$ cat src/rtl/srf_pkg.sv
package srf_pkg;

    // The control byte splits as 3 flag bits over a 5-bit pointer.
    localparam int PTR_W = 5;
    localparam int AI_W  = 3;

    typedef struct packed {
        logic [AI_W-1:0]  ai;
        logic [PTR_W-1:0] ptr;
    } ctrl_t;

    typedef enum logic [2:0] {
        ST_IDLE,
        ST_ADDR,
        ST_CTRL,
        ST_WDATA,
        ST_RDATA,
        ST_SKIP
    } bus_state_e;

    // Lower two flag bits choose the wrap band when bit 2 is set.
    typedef enum logic [1:0] {
        WRAP_ALL  = 2'b00,
        WRAP_BRT  = 2'b01,
        WRAP_GRP  = 2'b10,
        WRAP_BOTH = 2'b11
    } wrap_e;

    function automatic logic [PTR_W-1:0] step_ptr(
        input logic [PTR_W-1:0] cur,
        input logic [AI_W-1:0]  ai,
        input logic [PTR_W-1:0] last,
        input logic [PTR_W-1:0] brt_lo,
        input logic [PTR_W-1:0] brt_hi,
        input logic [PTR_W-1:0] grp_lo,
        input logic [PTR_W-1:0] grp_hi
    );
        logic [PTR_W-1:0] inc;
        inc = cur + PTR_W'(1);
        if (!ai[2]) return cur;
        case (wrap_e'(ai[1:0]))
            WRAP_ALL:  return (cur == last)   ? '0     : inc;
            WRAP_BRT:  return (cur == brt_hi) ? brt_lo : inc;
            WRAP_GRP:  return (cur == grp_hi) ? grp_lo : inc;
            default:   return (cur == grp_hi) ? brt_lo : inc;
        endcase
    endfunction

endpackage

$ cat src/rtl/srf_addr_match.sv
module srf_addr_match #(
    parameter logic [6:0] OWN_ADDR = 7'h15,
    parameter int         N_ALIAS  = 3
) (
    input  logic [6:0]             addr7,
    input  logic [N_ALIAS-1:0]     alias_en,   // bit N_ALIAS-1 pairs with alias 0
    input  logic [N_ALIAS-1:0][6:0] alias_key,
    input  logic                   bcast_en,
    input  logic [6:0]             bcast_key,
    output logic                   hit
);
    logic [N_ALIAS-1:0] alias_hit;

    for (genvar k = 0; k < N_ALIAS; k++) begin : g_alias
        assign alias_hit[k] = alias_en[N_ALIAS-1-k] && (addr7 == alias_key[k]);
    end

    assign hit = (addr7 == OWN_ADDR) || (bcast_en && (addr7 == bcast_key)) || (|alias_hit);

endmodule

$ cat src/rtl/srf_ptr_unit.sv
module srf_ptr_unit
    import srf_pkg::*;
#(
    parameter int LAST   = 17,
    parameter int BRT_LO = 2,
    parameter int BRT_HI = 9,
    parameter int GRP_LO = 10,
    parameter int GRP_HI = 11
) (
    input  logic  clk,
    input  logic  rst,
    input  logic  load,
    input  ctrl_t load_val,
    input  logic  adv,
    output ctrl_t ctrl_q
);
    always_ff @(posedge clk) begin
        if (rst) begin
            ctrl_q <= '0;
        end else if (load) begin
            ctrl_q <= load_val;
        end else if (adv) begin
            ctrl_q.ptr <= step_ptr(ctrl_q.ptr, ctrl_q.ai, PTR_W'(LAST), PTR_W'(BRT_LO),
                                   PTR_W'(BRT_HI), PTR_W'(GRP_LO), PTR_W'(GRP_HI));
        end
    end


    ptr_hold_chk: assert property (@(posedge clk) disable iff (rst)
        (adv && !load && !ctrl_q.ai[2]) |=> (ctrl_q.ptr == $past(ctrl_q.ptr)));


    full_wrap_chk: assert property (@(posedge clk) disable iff (rst)
        (adv && !load && ctrl_q.ai == 3'b100 && ctrl_q.ptr == PTR_W'(LAST)) |=> (ctrl_q.ptr == '0));


    brt_band_chk: assert property (@(posedge clk) disable iff (rst)
        (adv && !load && ctrl_q.ai == 3'b101 && ctrl_q.ptr >= PTR_W'(BRT_LO) && ctrl_q.ptr <= PTR_W'(BRT_HI))
        |=> (ctrl_q.ptr >= PTR_W'(BRT_LO) && ctrl_q.ptr <= PTR_W'(BRT_HI)));


    both_band_chk: assert property (@(posedge clk) disable iff (rst)
        (adv && !load && ctrl_q.ai == 3'b111 && ctrl_q.ptr == PTR_W'(GRP_HI)) |=> (ctrl_q.ptr == PTR_W'(BRT_LO)));

endmodule

$ cat src/rtl/srf_reg_bank.sv
module srf_reg_bank
    import srf_pkg::*;
#(
    parameter int NUM_REGS = 18,
    parameter int CFG_A    = 0,
    parameter int CFG_B    = 1,
    parameter int ALIAS_LO = 14,
    parameter int N_ALIAS  = 3,
    parameter int BCAST    = 17
) (
    input  logic                    clk,
    input  logic                    rst,
    input  logic                    wr_en,
    input  logic [PTR_W-1:0]        wr_idx,
    input  logic [7:0]              wr_data,
    input  logic                    rd_en,
    input  logic [PTR_W-1:0]        rd_idx,
    input  logic [AI_W-1:0]         ai_view,
    output logic [7:0]              rd_data,
    output logic [N_ALIAS-1:0]      alias_en,
    output logic [N_ALIAS-1:0][6:0] alias_key,
    output logic                    bcast_en,
    output logic [6:0]              bcast_key
);
    logic [7:0] regs [NUM_REGS];

    function automatic logic [7:0] reset_val(input int idx);
        if (idx == CFG_A)                          return 8'h11;
        if (idx == CFG_B)                          return 8'h05;
        if (idx >= ALIAS_LO && idx < ALIAS_LO + N_ALIAS)
            return 8'hE0 | (8'h02 << (idx - ALIAS_LO));
        if (idx == BCAST)                          return 8'hE0;
        return 8'h00;
    endfunction

    for (genvar i = 0; i < NUM_REGS; i++) begin : g_reg
        always_ff @(posedge clk) begin
            if (rst) begin
                regs[i] <= reset_val(i);
            end else if (wr_en && wr_idx == PTR_W'(i)) begin
                if (i == CFG_A) regs[i] <= {3'b000, wr_data[4:0]};
                else            regs[i] <= wr_data;
            end
        end
    end

    always_ff @(posedge clk) begin
        if (rst) begin
            rd_data <= '0;
        end else if (rd_en) begin
            if (int'(rd_idx) >= NUM_REGS)      rd_data <= 8'h00;
            else if (rd_idx == PTR_W'(CFG_A))  rd_data <= {ai_view, regs[CFG_A][4:0]};
            else                               rd_data <= regs[rd_idx];
        end else begin
            rd_data <= '0;
        end
    end

    assign alias_en  = regs[CFG_A][N_ALIAS:1];
    assign bcast_en  = regs[CFG_A][0];
    assign bcast_key = regs[BCAST][7:1];
    for (genvar k = 0; k < N_ALIAS; k++) begin : g_key
        assign alias_key[k] = regs[ALIAS_LO+k][7:1];
    end


    undef_read_chk: assert property (@(posedge clk) disable iff (rst)
        (rd_en && int'(rd_idx) >= NUM_REGS) |=> (rd_data == 8'h00));


    ai_view_chk: assert property (@(posedge clk) disable iff (rst)
        (rd_en && rd_idx == PTR_W'(CFG_A)) |=> (rd_data[7:5] == $past(ai_view)));

endmodule

$ cat src/rtl/serial_regbank.sv
module serial_regbank
    import srf_pkg::*;
#(
    parameter logic [6:0] OWN_ADDR  = 7'h15,
    parameter int         BRT_COUNT = 8
) (
    input  logic       clk,
    input  logic       rst,
    input  logic       bus_start,
    input  logic       bus_stop,
    input  logic       rx_valid,
    input  logic [7:0] rx_byte,
    input  logic       rd_req,
    output logic       ack_valid,
    output logic       ack,
    output logic       rd_valid,
    output logic [7:0] rd_data
);
    // Map layout derived from the brightness count; must stay within 32 entries.
    localparam int CFG_A     = 0;
    localparam int CFG_B     = 1;
    localparam int BRT_LO    = 2;
    localparam int BRT_HI    = BRT_LO + BRT_COUNT - 1;
    localparam int GRP_LO    = BRT_HI + 1;
    localparam int GRP_HI    = GRP_LO + 1;
    localparam int OSEL_CNT  = (BRT_COUNT + 3) / 4;
    localparam int ALIAS_LO  = GRP_HI + 1 + OSEL_CNT;
    localparam int N_ALIAS   = 3;
    localparam int BCAST     = ALIAS_LO + N_ALIAS;
    localparam int NUM_REGS  = BCAST + 1;

    bus_state_e state;
    ctrl_t      ctrl_q;
    logic       hit;
    logic       quiet;
    logic       ctrl_load, wr_en, rd_en;

    logic [N_ALIAS-1:0]      alias_en;
    logic [N_ALIAS-1:0][6:0] alias_key;
    logic                    bcast_en;
    logic [6:0]              bcast_key;

    assign quiet     = !bus_start && !bus_stop;
    assign ctrl_load = rx_valid && quiet && (state == ST_CTRL);
    assign wr_en     = rx_valid && quiet && (state == ST_WDATA);
    assign rd_en     = rd_req && (state == ST_RDATA);

    always_ff @(posedge clk) begin
        if (rst) begin
            state     <= ST_IDLE;
            ack_valid <= 1'b0;
            ack       <= 1'b0;
            rd_valid  <= 1'b0;
        end else begin
            ack_valid <= rx_valid;
            ack       <= 1'b0;
            rd_valid  <= rd_en;
            if (bus_stop) begin
                state <= ST_IDLE;
            end else if (bus_start) begin
                state <= ST_ADDR;
            end else if (rx_valid) begin
                case (state)
                    ST_ADDR: begin
                        ack   <= hit;
                        state <= !hit ? ST_SKIP : (rx_byte[0] ? ST_RDATA : ST_CTRL);
                    end
                    ST_CTRL: begin
                        ack   <= 1'b1;
                        state <= ST_WDATA;
                    end
                    ST_WDATA: ack <= 1'b1;
                    default:  ack <= 1'b0;
                endcase
            end
        end
    end

    srf_addr_match #(.OWN_ADDR(OWN_ADDR), .N_ALIAS(N_ALIAS)) u_match (
        .addr7     (rx_byte[7:1]),
        .alias_en  (alias_en),
        .alias_key (alias_key),
        .bcast_en  (bcast_en),
        .bcast_key (bcast_key),
        .hit       (hit)
    );

    srf_ptr_unit #(
        .LAST(NUM_REGS - 1), .BRT_LO(BRT_LO), .BRT_HI(BRT_HI), .GRP_LO(GRP_LO), .GRP_HI(GRP_HI)
    ) u_ptr (
        .clk      (clk),
        .rst      (rst),
        .load     (ctrl_load),
        .load_val (ctrl_t'(rx_byte)),
        .adv      (wr_en || rd_en),
        .ctrl_q   (ctrl_q)
    );

    srf_reg_bank #(
        .NUM_REGS(NUM_REGS), .CFG_A(CFG_A), .CFG_B(CFG_B),
        .ALIAS_LO(ALIAS_LO), .N_ALIAS(N_ALIAS), .BCAST(BCAST)
    ) u_bank (
        .clk       (clk),
        .rst       (rst),
        .wr_en     (wr_en),
        .wr_idx    (ctrl_q.ptr),
        .wr_data   (rx_byte),
        .rd_en     (rd_en),
        .rd_idx    (ctrl_q.ptr),
        .ai_view   (ctrl_q.ai),
        .rd_data   (rd_data),
        .alias_en  (alias_en),
        .alias_key (alias_key),
        .bcast_en  (bcast_en),
        .bcast_key (bcast_key)
    );


    ctrl_load_chk: assert property (@(posedge clk) disable iff (rst)
        (state == ST_CTRL && rx_valid && quiet) |=> (ctrl_q.ptr == $past(rx_byte[4:0]) && ack));


    idle_silent_chk: assert property (@(posedge clk) disable iff (rst)
        ((state == ST_IDLE || state == ST_SKIP) && rx_valid && quiet) |=> (!ack && $stable(ctrl_q)));


    read_resp_chk: assert property (@(posedge clk) disable iff (rst)
        rd_en |=> rd_valid);

endmodule

$ cat config.mk
export PLATFORM = sky130hd
export DESIGN_NAME = serial_regbank
export DESIGN_NICKNAME = d
export VERILOG_FILES = /design/src/rtl/srf_pkg.sv /design/src/rtl/srf_addr_match.sv /design/src/rtl/srf_ptr_unit.sv /design/src/rtl/srf_reg_bank.sv /design/src/rtl/serial_regbank.sv
export SDC_FILE = /design/constraint.sdc
export NUM_CORES = 1
export LEC_CHECK = 0
export ABC_AREA = 1
export CAP_MARGIN = 20
export CORE_ASPECT_RATIO = 1.75
export CORE_MARGIN = 3
export CORE_UTILIZATION = 60
export DETAILED_ROUTE_END_ITERATION = 6
export GPL_TIMING_DRIVEN = 0
export MAX_ROUTING_LAYER = met4
export PLACE_DENSITY = 0.78
export SYNTH_ARGS = -nofsm -noshare
export SYNTH_HDL_FRONTEND = slang
export SYNTH_HIERARCHICAL = 1
export SYNTH_SLANG_ARGS = --single-unit
$ cat constraint.sdc
create_clock -name clk -period 3.6 [get_ports clk]
set_input_delay 0.54 -clock clk [delete_from_list [all_inputs] [get_ports clk]]
set_output_delay 0.54 -clock clk [all_outputs]
set_load 0.005 [all_outputs]
# Word-level counts from Yosys, hierarchy flattened
# Memories as Yosys holds them, arrays and structs flattened. A register that Yosys moved wholly into a read port is not among the register bits.
# Index checks and enable logic that the tools add are counted.
# W data, S select, Z words.
[word_totals] n_memories=1 ff_bits=22 mem_bits_rw=144 elab_cells=202 latchBits=0 out_inout_bits=11 rom_bits=0 input_bits=14
[op_classes] n_mux=95 div_mod_pow=0 shifts=0 bitwise=20 order_cmp=1 reduce_logical=47 n_addsub=1 eq_ne=29 n_mul=0
[mem_list] name="u_bank.regs" depth=18 width=8 rd=6 rd_ports_with_merged_regs=1 wr=18 line_no="srf_reg_bank.sv:25" text="logic [7:0] regs [NUM_REGS];"
[op_table] operator="$mux W8" count=19
[op_table] operator="$mux W1" count=62
[op_table] operator="$mux W5" count=9
[op_table] operator="$eq A5 B4 Y1 const B" count=8
[op_table] operator="$eq A7 B7 Y1" count=4
[op_table] operator="$logic_and A1 B1 Y1" count=27
[op_table] operator="$eq A5 B3 Y1 const B" count=4
[op_table] operator="$or A1 B1 Y1" count=18
[op_table] operator="$pmux W5 S3" count=1
[op_table] operator="$eq A5 B2 Y1 const B" count=2
[op_table] operator="$eq A5 B5 Y1 const B" count=2
[op_table] operator="$reduce_or A3 Y1" count=3
[op_table] operator="$eq A7 B5 Y1 const B" count=1
[op_table] operator="$eq A3 B2 Y1 const B" count=2
[op_table] operator="$mux W3" count=2
[op_table] operator="$pmux W3 S2" count=1
[op_table] operator="$reduce_and A2 Y1" count=3
[op_table] operator="$reduce_bool A2 Y1" count=3
[op_table] operator="$add A5 B1 Y5 const B" count=1
[op_table] operator="$eq A5 B1 Y1 const B" count=1
[op_table] operator="$ge A5 B5 Y1 const B" count=1
[op_table] operator="$logic_not A5 Y1" count=1
[op_table] operator="$reduce_or A2 Y1" count=2
[op_table] operator="$reduce_or A4 Y1" count=1
[op_table] operator="11 further kinds" count=15

# Depth between registers and ports, before layout
[depth] ltp_word=13 ltp_mapped=14 depth_no_buf=13

# Hierarchy
# Netlist, hierarchy kept.
[modules_own_cells] mod="srf_reg_bank" area_each_um2=7499.7 cells_per_inst=884 n_inst=1
[modules_own_cells] mod="srf_addr_match" area_each_um2=561.8 cells_per_inst=135 n_inst=1
[modules_own_cells] mod="srf_ptr_unit" area_each_um2=513.0 cells_per_inst=80 n_inst=1
[modules_own_cells] mod="serial_regbank" area_each_um2=304.0 cells_per_inst=48 n_inst=1

# Worst setup path after synthesis
# OpenSTA, ideal clock, no wires.
[synth_path] path_kind="in2reg" from="input bus_start" to="memory u_bank.regs[1][0], enable pin" slack_ns=1.655 stages=9 n_path_buf=0 arrival_time_ns=1.616 required_ns=3.271 path_cell_list="inv_1 -> nand2_1 -> nor3_2 -> inv_1 -> nor2_1 -> inv_1 -> nor3_4 -> nand2_2 -> nand2_1"
[synth_lines] element="start, declared" line_no="serial_regbank.sv:9" text="input logic bus_start,"
[synth_lines] element="end, declared" line_no="srf_reg_bank.sv:25"

==> metrics.md <==
| Metric | Value |
|---|---|
| Worst path arrival time | `2.79 ns` |
| Kind of cell adding the most delay to the critical path | `simple AND/OR/NAND/NOR gates` |
| Rows | `58` |
| Final hold violation count | `0` |
| Initial antenna violation count | `0` |
| CTS tree | `built` |
| Die footprint | `16400 sq um` |
| Vias | `7511` |
| Max_cap viols | `0` |
| Antenna diodes | `0` |
| Syn Std Cell Area | `8880 sq um` |
| Register clock-pin slew on the reported worst setup and hold paths | `0.07 ns` |
| Synth Warn # | `6` |
| Leakage | `4.57 nW` |
| Post-synthesis sequential area ratio | `0.526` |
| Max IR drop VDD | `0.000335 V` |
| Nets | `1206` |
| Hold slack | `0.516 ns` |
| Core area | `14400 sq um` |
| CTS resizes | `0` |
| DR vias/cell | `5.43` |
| Slowest cell on crit path | `clkdlybuf4s50_1` |
| Post-CTS setup buffers | `0` |
| First drt pass iteration count | `6` |
| RSZ-0062 raised after global routing | `false` |
| Fin crit period | `2.71 ns` |
| Pin count of the biggest net entering global routing | `17` |
| Area grow syn2layout | `12.1%` |
| Critical path class | `input port to register` |
| Routability cong. | `1.05` |
| Netlist cell types | `34` |
| Sink Count | `163` |
| Least-Margin Pin Slew | `0.842 ns` |
| Layout cells sized above 1 | `0.0931` |
| Clock skew | `0.0108 ns` |
| Number of port buffers | `24` |
| Status | `complete, no violations` |
| Fin crit share | `0.752` |
| I/O pin count | `25` |
| Drc violations | `0` |
| Hold-fix buffers at CTS | `0` |
| # H-tree levels | `4` |
| #FFs+latches synth | `163` |
| Root buf cell | `clkbuf_16` |
| Max incr delay on CP | `0.48 ns` |
| Die height | `167 um` |
| DP HPWL | `18100 um` |
| Crit start category | `input port` |
| Drt initial violations | `609` |
| CP max FO | `8` |
| Worst path bufs/invs | `3` |
| Most frequent CP cell | `nand2_1` |
| Max_slew headroom | `0.438` |
| Longest Clk Path Bufs | `2` |
| Global-route wire length before repair | `38100 um` |
| Highest clock rate | `369 MHz` |
| Endpoints failing setup | `0` |
| Starting Density | `0.615` |
| Routed WL per cell | `17.7 um` |
| Max-slew violation count | `0` |
| Total congestion overflow | `0` |
| Total Wirelength | `24500 um` |
| Die width | `98.0 um` |
| CTS buffer count | `17` |
| Later-pin clock latency in the skew report | `0.43 ns` |
| Crit end category | `register` |
| CP required | `3.68 ns` |
| Syn_nets | `1163` |
| PwrDens | `422 nW/um^2` |
| Worst-path cell chain | `clkdlybuf4s50_1 -> nand2_1 -> nor3_2 -> inv_1 -> nor2_1 -> inv_1 -> nor3_4 -> nand2_1 -> nand2_1` |
| Final TNS setup | `0 ns` |
| Total GRT Usage | `0.318` |
| Post-route ant nets | `0` |
| Avg Cell Area, Syn | `7.74 sq um` |
| Hold crit path type | `register to register` |
| Post-Syn Instances | `1147` |
| Vias in the first global route | `7247` |
-- per-stage QoR --
| step | worst slack [ns] | instances | power, mW | util | instance area, sq um |
|---|---|---|---|---|---|
| detailed placement | 0.515 | 1351 | 2.37 | 0.647 | 9340 |
| finish | 0.891 | 1383 | 4.19 | 0.689 | 9950 |
| CTS | 0.965 | 1383 | 4.21 | 0.689 | 9950 |
| global route | 0.768 | 1383 | 4.33 | 0.689 | 9950 |
| global placement | 0.574 | 1351 | 2.36 | 0.647 | 9340 |
| floorplan | 1.66 | 1147 | 2.27 | - | 8880 |
-- final cells by class --
class                   count  area, sq um
fillers                  1227         4490
repair buffers             24          240
flip-flops and latches    163         4670
well taps                 180          225
clock buffers              19          433
inverters                 198          743
plain buffers              70          412
clock inverters            13          174
multi-input cells         716         3050
-- cells in the final DEF (no fill, tap or decap), drive strengths merged, types with 3 or more instances in the layout --
| cell | instances |
|---|---|
| a21oi | 13 |
| inv | 194 |
| or2 | 3 |
| nand3 | 105 |
| xnor2 | 3 |
| buf | 52 |
| bufinv | 3 |
| clkdlybuf4s50 | 24 |
| nand4 | 5 |
| nand2 | 348 |
| nor2 | 199 |
| a31oi | 3 |
| clkinv | 14 |
| clkbuf | 37 |
| edfxtp | 141 |
| dfxtp | 22 |
| nor3 | 7 |
| o21ai | 23 |
-- state kept, by name, indices dropped and copies added, names as in the netlist --
register	count
u_bank/regs	141
ack	1
rd_valid	1
u_bank/rd_data	8
ack_valid	1
u_ptr/ctrl_q	8
state	3
-- path summary, 6_finish.rpt --
check	from	endpoint	slack (ns)	cells after the start
max	rx_valid	u_bank/regs[13][6]	0.89	9
max reg2reg	state[1]	u_bank/regs[13][6]	1.03	8
min reg2reg	state[2]	rd_valid	0.52	2
min	state[2]	rd_valid	0.52	2
-- metal layers --
| metal | routed length [um] | up-vias | part of all wire | GRT usage |
|---|---|---|---|---|
| met1 | 8400 | 3389 | 0.34 | 0.332 |
| li1 | - | 3610 | - | - |
| met2 | 12300 | 382 | 0.50 | 0.532 |
| met3 | 1600 | 130 | 0.065 | 0.0453 |
| met5 | 0 | - | 0 | - |
| met4 | 2190 | 0 | 0.089 | 0.246 |
-- cell usage after synthesis --
cell / count / share of area
a21oi_1: 12 / 0.0068
a21oi_2: 1 / 0.00099
a22oi_1: 1 / 0.00085
a31oi_1: 3 / 0.0021
and3_1: 1 / 0.00071
buf_1: 2 / 0.00085
buf_2: 17 / 0.0096
buf_4: 32 / 0.027
buf_6: 1 / 0.0013
clkbuf_1: 18 / 0.0076
clkinv_1: 9 / 0.0038
dfxtp_1: 22 / 0.050
edfxtp_1: 141 / 0.48
ha_1: 2 / 0.0028
inv_1: 177 / 0.075
inv_2: 12 / 0.0051
nand2_1: 346 / 0.15
nand2_2: 2 / 0.0014
nand3_1: 102 / 0.057
nand3_2: 3 / 0.0034
nand4_1: 5 / 0.0035
nor2_1: 187 / 0.079
nor2_2: 9 / 0.0063
nor2_4: 3 / 0.0038
nor3_1: 4 / 0.0023
nor3_2: 1 / 0.0011
nor3_4: 2 / 0.0037
o21ai_0: 20 / 0.011
o21ai_1: 3 / 0.0017
o221ai_1: 1 / 0.00099
o31ai_1: 1 / 0.00085
or2_1: 3 / 0.0021
xnor2_1: 3 / 0.0030
xor2_1: 1 / 0.00099
-- worst reg2reg max path, delay by kind of cell (launching register included) --
kind | cells | cell delay [ns]
buffers and inverters | 2 | 0.24
DFF | 1 | 0.42
and+or+nand+nor | 6 | 1.57
-- report_power, final --
group	switching, mW	internal (mW)
Clock	0.759	1.11
Combinational	0.160	0.0610
Sequential	0.0162	2.09
-- kinds of logic after synthesis --
group | after synthesis | share of synthesized area
AND/OR/NAND/NOR | 668 | 0.311
AO/OA/AOI/OAI | 42 | 0.0255
adder cells (fa/ha/maj) | 2 | 0.00282
buffers and inverters | 268 | 0.130
flip-flops | 163 | 0.526
XOR/XNOR | 4 | 0.00395
(Power assumes the default switching activity.)
